==> src/rtl/prst_pkg.sv <==
package prst_pkg;
    localparam int unsigned ADDR_W = 12;

    // Offsets are fixed by the software interface
    localparam logic [ADDR_W-1:0] OFS_RELEASE = 12'h018;
    localparam logic [ADDR_W-1:0] OFS_HOLD    = 12'h01C;
    localparam logic [ADDR_W-1:0] OFS_LEVEL   = 12'h020;

    typedef enum logic [1:0] {
        SEL_NONE,
        SEL_RELEASE,
        SEL_HOLD,
        SEL_LEVEL
    } reg_sel_e;
endpackage

==> src/rtl/prst_decode.sv <==
module prst_decode
    import prst_pkg::*;
(
    input  logic [ADDR_W-1:0] addr,
    output reg_sel_e          sel
);
    always_comb begin
        case (addr)
            OFS_RELEASE: sel = SEL_RELEASE;
            OFS_HOLD:    sel = SEL_HOLD;
            OFS_LEVEL:   sel = SEL_LEVEL;
            default:     sel = SEL_NONE;
        endcase
    end
endmodule

==> src/rtl/prst_lines.sv <==
module prst_lines #(
    parameter int unsigned N = 32
) (
    input  logic         clk,
    input  logic         rst_n,
    input  logic [N-1:0] set_mask,
    input  logic [N-1:0] clr_mask,
    output logic [N-1:0] level
);
    typedef struct packed {
        logic [N-1:0] level;
    } line_st_t;

    line_st_t st_d, st_q;

    // Clear has priority so a bit requested both ways stays in reset
    always_comb begin
        st_d       = st_q;
        st_d.level = (st_q.level | set_mask) & ~clr_mask;
    end

    always_ff @(posedge clk or negedge rst_n) begin
        if (!rst_n) st_q <= '0;
        else        st_q <= st_d;
    end

    assign level = st_q.level;
endmodule

==> src/rtl/prst_rdport.sv <==
module prst_rdport
    import prst_pkg::*;
#(
    parameter int unsigned N = 32
) (
    input  logic         clk,
    input  logic         rst_n,
    input  logic         rd,
    input  reg_sel_e     sel,
    input  logic [N-1:0] level,
    output logic [N-1:0] rdata
);
    typedef struct packed {
        logic [N-1:0] data;
    } rd_st_t;

    rd_st_t st_d, st_q;

    always_comb begin
        st_d.data = '0;
        if (rd && sel == SEL_LEVEL) st_d.data = level;
    end

    always_ff @(posedge clk or negedge rst_n) begin
        if (!rst_n) st_q <= '0;
        else        st_q <= st_d;
    end

    assign rdata = st_q.data;
endmodule

==> src/rtl/prst_softreset_regs.sv <==
module prst_softreset_regs
    import prst_pkg::*;
#(
    parameter int unsigned N = 32
) (
    input  logic              clk,
    input  logic              rst_n,
    input  logic [ADDR_W-1:0] bus_addr,
    input  logic [N-1:0]      bus_wdata,
    input  logic              bus_wr,
    input  logic              bus_rd,
    output logic [N-1:0]      bus_rdata,
    output logic [N-1:0]      periph_rst_n
);
    reg_sel_e     sel;
    logic [N-1:0] set_mask;
    logic [N-1:0] clr_mask;

    prst_decode u_dec (
        .addr (bus_addr),
        .sel  (sel)
    );

    always_comb begin
        set_mask = '0;
        clr_mask = '0;
        if (bus_wr && sel == SEL_RELEASE) set_mask = bus_wdata;
        if (bus_wr && sel == SEL_HOLD)    clr_mask = bus_wdata;
    end

    prst_lines #(.N(N)) u_lines (
        .clk      (clk),
        .rst_n    (rst_n),
        .set_mask (set_mask),
        .clr_mask (clr_mask),
        .level    (periph_rst_n)
    );

    prst_rdport #(.N(N)) u_rd (
        .clk   (clk),
        .rst_n (rst_n),
        .rd    (bus_rd),
        .sel   (sel),
        .level (periph_rst_n),
        .rdata (bus_rdata)
    );
endmodule

==> config.mk <==
export PLATFORM = sky130hd
export DESIGN_NAME = prst_softreset_regs
export DESIGN_NICKNAME = d
export VERILOG_FILES = /design/src/rtl/prst_pkg.sv /design/src/rtl/prst_decode.sv /design/src/rtl/prst_lines.sv /design/src/rtl/prst_rdport.sv /design/src/rtl/prst_softreset_regs.sv
export SDC_FILE = /design/constraint.sdc
export NUM_CORES = 1
export LEC_CHECK = 0
export CORE_MARGIN = 2
export CORE_UTILIZATION = 42
export DETAILED_ROUTE_END_ITERATION = 10
export PLACE_DENSITY_LB_ADDON = 0.25
export SLEW_MARGIN = 10
export SYNTH_ARGS = -nofsm -noshare
export SYNTH_HDL_FRONTEND = slang
export SYNTH_SLANG_ARGS = --single-unit
==> constraint.sdc <==
create_clock -name clk -period 0.8 [get_ports clk]
set_input_delay 0.16 -clock clk [delete_from_list [all_inputs] [get_ports clk]]
set_output_delay 0.16 -clock clk [all_outputs]
set_load 0.03 [all_outputs]
======== Yosys cells after proc, flatten, opt, wreduce, memory -nomap -nowiden ========
Index checks and enable logic that the tools add are counted.
storage, ports and cells
  bits in registers ....................... 64
  input bits .............................. 48
operators by class
  reductions and logical operators ........ 3
  equality and inequality tests ........... 6
  bitwise gates (word level) .............. 3
  muxes and demuxes ....................... 4
operators by type and width
  cell                                            count
  2-to-1 mux 32 bit                               3
  AND 32 bit                                      1
  inverter 32 bit                                 1
  OR 32 bit                                       1
  == test 12 x 5 -> 1 bit, second input constant  2
  == test 12 x 6 -> 1 bit, second input constant  1
  case mux 2 bit (3 select lines)                 1
  == test 2 bit, second input constant            2
  logical AND 1 bit                               3
  == test 2 x 1 -> 1 bit, second input constant   1

======== Longest topological paths before layout ========
Gate-level depths: netlist of run 1.
  depth after elaboration ................. 7
  depth in mapped cells ................... 5

======== Modules after synthesis ========
A second synthesis of run 1 with hierarchy kept.
second synthesis, totals
  cells, all modules ...................... 230
  area total of the unflattened synthesis .. 3123.0 um^2
by module, submodules not included
  module               area an instance (um^2)  instances  cells an instance
  prst_rdport          1126.1                   1          73
  prst_lines           1121.1                   1          64
  prst_softreset_regs  803.3                    1          85
  prst_decode          72.6                     1          8

======== Least setup slack after synthesis of run 1 ========
Ideal clock, no wire load.
  path kind ............................... input-to-reg
  start ................................... in bus_addr[2]
  end ..................................... reg u_rd.st_q, in the netlist u_rd.rdata[0]
  stages on the path ...................... 5
  library setup time ...................... 67 ps
  arrival time ............................ 1067 ps
  data required time ...................... 733 ps
  setup slack ............................. -334 ps
  cells stage by stage .................... clkbuf_1 -> nor4b_1 -> and4_1 -> buf_2 -> and2_1
RTL lines
  element                 RTL line                  text
  start: declaration      prst_softreset_regs.sv:8  input logic [ADDR_W-1:0] bus_addr,
  end signal: assignment  prst_rdport.sv:26         else st_q <= st_d;
  end: declaration        prst_rdport.sv:17         rd_st_t st_d, st_q;

==> run summary, run 1 <==
Status: complete, but fails checks
Violated checks: negative setup slack
Placer Congestion: 0.761
Synth Area in Simple Gates: 0.182
Io pins: 112
Std-Cell Rows: 28
Drt wl/cell: 19.7 um
Slowest stage delay, CP: 270 ps
Synth warn: 0
CTS max path bufs: 2
Root buf cell: clkbuf_8
Critical Path Most Common Cell: buf_4
Ys async rst share: 1.00
Largest net degree at the start of global routing: 33
Mapped Nets: 262
Initial antenna violation count: 0
TritonCTS clock tree: yes
Multi-input gate area: 842 um^2
Seq/Total Area, Yosys: 0.618
Nets@finish: 431
GRT Residual Overflow: 0
Worst-margin pin slew: 372 ps
Synth Area in Adders: 0
Slowest CP cell: nor4_4
Compound-Gate Fraction of Synth Area: 0
Crit path buf inv count: 5
Final setup fails: 128
Core area: 5960 um^2
Hold WC Path Type: input pin to asynchronous set/reset pin
Leak: 2.58 nW
Post-detail-place hpwl: 4600 um
Slew Viols, Final: 0
Drt first pass iters: 4
Worst path top cell family by delay: simple AND/OR/NAND/NOR gates
Vias post-DR: 2347
Worst vdd ir: 1100 uV
Fmax: 901 MHz
Worst Skew: 7.80 ps
Area growth, synth to finish: 86.6%
Max-cap viol count: 0
CP Class: input pin to register
Synth Flop Type: dfrtp_1
Total track usage: 0.275
Fin. Hold Viols: 0
Clock transition at the registers of the reported paths: 80 ps
Final antenna-violating net count: 0
Top post-synthesis cells by count: dfrtp_1 (64), and2_1 (32), inv_1 (32), mux2i_1 (32), nand4_1 (32)
Worst Path Required: 1080 ps
Port Buffer Count: 111
Filler cells: 342
Count leader, synth: dfrtp_1
Sinks on Clock Net: 64
Final WS setup: -310 ps
Die X: 82.5 um
Post-Route WL: 9140 um
Post-route cell area: 4840 um^2
RSZ-0062 raised after global routing: yes
Synth Area in XOR/XNOR: 0
Crit path cell chain: buf_6 > nor4_4 > buf_4 > and4_4 > buf_4 > buf_12 > buf_16 > and2_4
Reg area: 1600 um^2
Share of cells above drive strength 1: 0.443
Final period util: 1.39
Syn Area/Cell: 12.1 um^2
Dpl cells: 395
Global-route wire length before repair: 13200 um
Remaining DRCs: 0
Worst Path Max Fanout: 9
DR iter-0 viols: 124
Startpoint types: input pin
Area share of the largest cell type after synthesis: 0.618
Chip height: 82.5 um
Clock network latency to the later pin of the worst-skew pair: 340 ps
Place WS: -901 ps
Rel. slew slack: 0.752
Post-synthesis register bit count: 64
Post-synth EDFFs: 0
Area leader, netlist: dfrtp_1
Minimum clock period: 1110 ps
Initial Util: 0.435
Top cells by area, synth: dfrtp_1 (62%), mux2i_1 (12%), and2_1 (7.7%)
Largest family of logic cells by synthesized area: simple AND/OR/NAND/NOR gates
H-tree Lvls: 3
Vias per cell: 5.07
Vias in the first global route: 2425
Placed cell areas: 3690 um^2
DIE AREA: 6810 um^2
Final TNS setup: -29840 ps
Crit path DAT: 1390 ps
Cells after synthesis: 214
Post-synthesis cell type count: 11
Crit path capture type: register
Num CTS Buffers: 9
Post-synthesis mux area share: 0.124
Fin util: 0.812
# diodes: 0
Fin cells: 463
Mapped Area: 2590 um^2
PwrDens: 1390 nW/um^2
final cells by class:
type / instances / area share
timing repair buffer: 175 / 0.408
multi-input combinational: 101 / 0.174
clock buffer: 11 / 0.0313
inverter: 32 / 0.0248
tap: 75 / 0.0194
clock inverter: 5 / 0.0114
sequential: 64 / 0.331
repair_timing:
| item | CTS | global route |
|---|---|---|
| gates resized for setup | 155 | 9 |
| buffers inserted | 35 | 9 |
| cloned | 9 | 1 |
| setup endpoints to repair | 128 | 128 |
| pin swaps | 28 | 20 |
| hold buffers | 1 | 0 |
| endpoints found under the hold margin | 64 | 0 |
metal layers:
metal  GRT usage  routed length [um]  vias up
met3      0.0652                 557       28
met5           0                   0        -
met2       0.465                4660       95
met1       0.333                3580     1175
met4       0.125                 334        0
li1            -                   -     1049
cells in the final DEF (no fill, tap or decap):
master,netlist,routed
buf_12,0,12
buf_8,0,6
buf_6,0,71
and4_4,0,1
buf_4,0,37
mux2i_1,32,32
and4b_4,0,1
buf_16,0,5
clkbuf_16,0,1
nor4b_4,0,1
clkinvlp_4,0,2
clkdlybuf4s50_1,0,33
and2_1,32,20
dlygate4sd3_1,0,1
clkbuf_8,0,11
nor4_4,2,2
and2_4,0,12
buf_2,12,5
clkinv_2,0,2
dfrtp_1,64,64
clkdlybuf4s15_1,0,2
bufinv_16,0,1
clkdlybuf4s15_2,0,1
inv_1,32,32
nand4_1,32,32
clkbuf_2,0,1
final timing paths:
path | start | to | slack [ps] | cells after the start
max | bus_addr[8] | u_rd.rdata[24] | -310 | 8
min | rst_n | u_rd.rdata[22] | 230 | 2
max reg2reg | u_lines.level[25] | u_lines.level[25] | -160 | 4
min reg2reg | u_lines.level[18] | u_rd.rdata[18] | 530 | 1
max in group asynchronous | rst_n | u_lines.level[15] | 140 | 3
min in group clk | bus_addr[6] | u_lines.level[17] | 400 | 6
flip-flops by register name, indices dropped and copies added (netlist names):
| signal | flops |
|---|---|
| u_rd.rdata | 32 |
| u_lines.level | 32 |
through the flow:
stage | hold slack [ps] | power [W]
5_1_grt | 227 | 0.00691
6_report | 226 | 0.00671
2_1_floorplan | -136 | 0.00340
3_3_place_gp | 49.3 | 0.00378
3_5_place_dp | 48.0 | 0.00378
4_1_cts | 229 | 0.00670
cell families (layout without fill, tap and decap cells):
group         Yosys count  in the layout
simple gates           69             69
mux                    32             32
buf+inv                49            223
flops                  64             64
power by group:
part | total [W] | switching (W) | internal (W) | leakage, nW
combinational | 0.000587 | 0.000253 | 0.000334 | 1.75
sequential | 0.00325 | 0.00000636 | 0.00324 | 0.728
clock | 0.00288 | 0.00128 | 0.00160 | 0.101
Note: power is estimated with default switching activity, not from simulation.
==> run 2, diff against run 1 <==
--- a/config.mk
+++ b/config.mk
@@ -13,3 +13,4 @@
 export SYNTH_ARGS = -nofsm -noshare
 export SYNTH_HDL_FRONTEND = slang
 export SYNTH_SLANG_ARGS = --single-unit
+export TNS_END_PERCENT = 30
==> run summary, run 2 (synthesis results as in run 1) <==
Status: complete, but fails checks (unchanged)
Violated checks: negative setup slack (unchanged)
PwrDens: 1310 nW/um^2 (was 1390 nW/um^2)
Fmax: 819 MHz (was 901 MHz)
Post-Route WL: 8380 um (was 9140 um)
Drt wl/cell: 19.2 um (was 19.7 um)
Most common library cell in the layout ignoring fill and taps: buf_6 (unchanged)
Vias per cell: 5.13 (was 5.07)
CP Class: input pin to register (unchanged)
Met2 Use GR: 0.391 (was 0.465)
DIE AREA: 6810 um^2 (unchanged)
Clock transition at the registers of the reported paths: 60 ps (was 80 ps)
Io pins: 112 (unchanged)
CTS max path bufs: 2 (unchanged)
Fin cells: 436 (was 463)
Share of cells above drive strength 1: 0.402 (was 0.443)
Filler cells: 362 (was 342)
Worst Skew: 5.85 ps (was 7.80 ps)
Minimum clock period: 1220 ps (was 1110 ps)
Sequential share of power: 0.532 (was 0.484)
Total track usage: 0.239 (was 0.275)
GR peak layer: met2 (unchanged)
Final period util: 1.53 (was 1.39)
Dpl cells: 393 (was 395)
Area growth, synth to finish: 79.4% (was 86.6%)
P_int: 0.00471 W (was 0.00517 W)
GRT Residual Overflow: 0 (unchanged)
RSZ-0062 raised after global routing: yes (unchanged)
Startpoint types: input pin (unchanged)
Vias post-DR: 2238 (was 2347)
Remaining DRCs: 0 (unchanged)
Sw power: 0.00140 W (was 0.00154 W)
Max-cap viol count: 0 (unchanged)
Crit path capture type: register (unchanged)
Die X: 82.5 um (unchanged)
TritonCTS clock tree: yes (unchanged)
Placer Congestion: 0.774 (was 0.761)
Worst Path Required: 1070 ps (was 1080 ps)
Num CTS Buffers: 9 (unchanged)
Worst vdd ir: 966 uV (was 1100 uV)
Rel. slew slack: 0.760 (was 0.752)
Fin. Hold Viols: 0 (unchanged)
Post-detail-place hpwl: 4320 um (was 4600 um)
Initial Util: 0.435 (unchanged)
Drt first pass iters: 4 (unchanged)
Fin util: 0.780 (was 0.812)
Root buf cell: clkbuf_8 (unchanged)
GR met3 Demand/Resource: 0.0696 (was 0.0652)
Cell count of the worst reg-to-reg path: 2 (was 4)
Worst-margin pin slew: 359 ps (was 372 ps)
Largest net degree at the start of global routing: 33 (unchanged)
Port Buffer Count: 111 (unchanged)
Initial antenna violation count: 0 (unchanged)
Leak: 2.48 nW (was 2.58 nW)
Comb power frac: 0.096 (was 0.087)
Most frequent cells in the layout: buf_6 (76), dfrtp_1 (64) (was buf_6 (71), dfrtp_1 (64), buf_4 (37))
M1 GR Usage: 0.301 (was 0.333)
Vias in the first global route: 2237 (was 2425)
Crit path DAT: 1490 ps (was 1390 ps)
# diodes: 0 (unchanged)
Chip height: 82.5 um (unchanged)
Core area: 5960 um^2 (unchanged)
Final antenna-violating net count: 0 (unchanged)
Clock power frac: 0.371 (was 0.429)
Final setup fails: 128 (unchanged)
Clock network latency to the later pin of the worst-skew pair: 340 ps (about the same)
Sw Share: 0.229 (about the same)
Place WS: -944 ps (was -901 ps)
Global-route wire length before repair: 11800 um (was 13200 um)
Hold WC Path Type: input pin to asynchronous set/reset pin (unchanged)
Nets@finish: 408 (was 431)
DR iter-0 viols: 130 (was 124)
H-tree Lvls: 3 (unchanged)
Sinks on Clock Net: 64 (unchanged)
Worst Path Max Fanout: 6 (was 9)
Slew Viols, Final: 0 (unchanged)
Std-Cell Rows: 28 (unchanged)
Final WS setup: -421 ps (was -310 ps)
-- run 2: cell types whose count changed in the layout (fill, tap and decap cells not counted), sizes merged --
| cell | change |
|---|---|
| buf | -25 |
| bufinv | -1 |
| clkdlybuf4s15 | +1 |
| clkdlybuf4s50 | -1 |
| clkinvlp | -2 |
| dlygate4sd2 | +1 |
-- run 2: power by group through the flow --
stage          logic (W)  registers (W)  clock network (W)
4_1_cts         0.000543        0.00325            0.00227
2_1_floorplan  0.0000785        0.00332                  0
6_report        0.000588        0.00325            0.00227
3_5_place_dp    0.000466        0.00331                  0
3_3_place_gp    0.000465        0.00331                  0
5_1_grt         0.000624        0.00325            0.00245
-- run 2: what timing repair did --
item,in CTS,in global routing
endpoints found under the setup margin,128,128
hold buffers,1,0
buffers inserted,18,7
gates resized for setup,132,30
gates cloned,8,4
hold endpoints to repair,64,0
pin swaps,32,21
-- run 2: layout make-up --
type / count / area [um^2] / share of cell area
Clock buffer: 10 / 138 / 0.0296
Sequential cell: 64 / 1600 / 0.345
Timing Repair Buffer: 152 / 1850 / 0.398
Inverter: 32 / 120 / 0.0258
Multi-Input combinational cell: 101 / 833 / 0.179
Tap cell: 75 / 93.8 / 0.0202
Clock inverter: 2 / 10.0 / 0.00215
-- run 2: metal layers --
metal,vias up,part of all wire
met3,10,0.071
li1,1005,-
met2,99,0.52
met4,0,0.015
met1,1124,0.39
met5,-,0
-- run 2: path summary, 6_finish.rpt --
kind / start / to / slack [ps]
worst max-delay path: bus_addr[8] / u_rd.rdata[27] / -420
worst min-delay path: rst_n / u_rd.rdata[9] / 180
worst max register to register: u_lines.level[28] / u_lines.level[28] / 50
worst min register to register: u_lines.level[21] / u_rd.rdata[21] / 530
max in group asynchronous: rst_n / u_rd.rdata[17] / 220
min in group clk: bus_wdata[15] / u_lines.level[15] / 430
-- run 2: through the flow --
stage	hold WS (ps)	TNS [ps]	instance area, um^2	total power, W
global route	197	-37060	4650	0.00632
finish	182	-33940	4650	0.00611
floorplan	-136	-18590	2620	0.00340
global placement	-7.94	-51970	3690	0.00377
detailed placement	-7.31	-56400	3690	0.00378
CTS	174	-31280	4540	0.00606
-- run 2: worst max-delay path, stage by stage --
cell and delay [ps]:
buf_6 90, nor4_4 270, buf_4 170, and4_4 250, buf_12 110, buf_12 90, buf_12 100, buf_12 100
and2_4 140
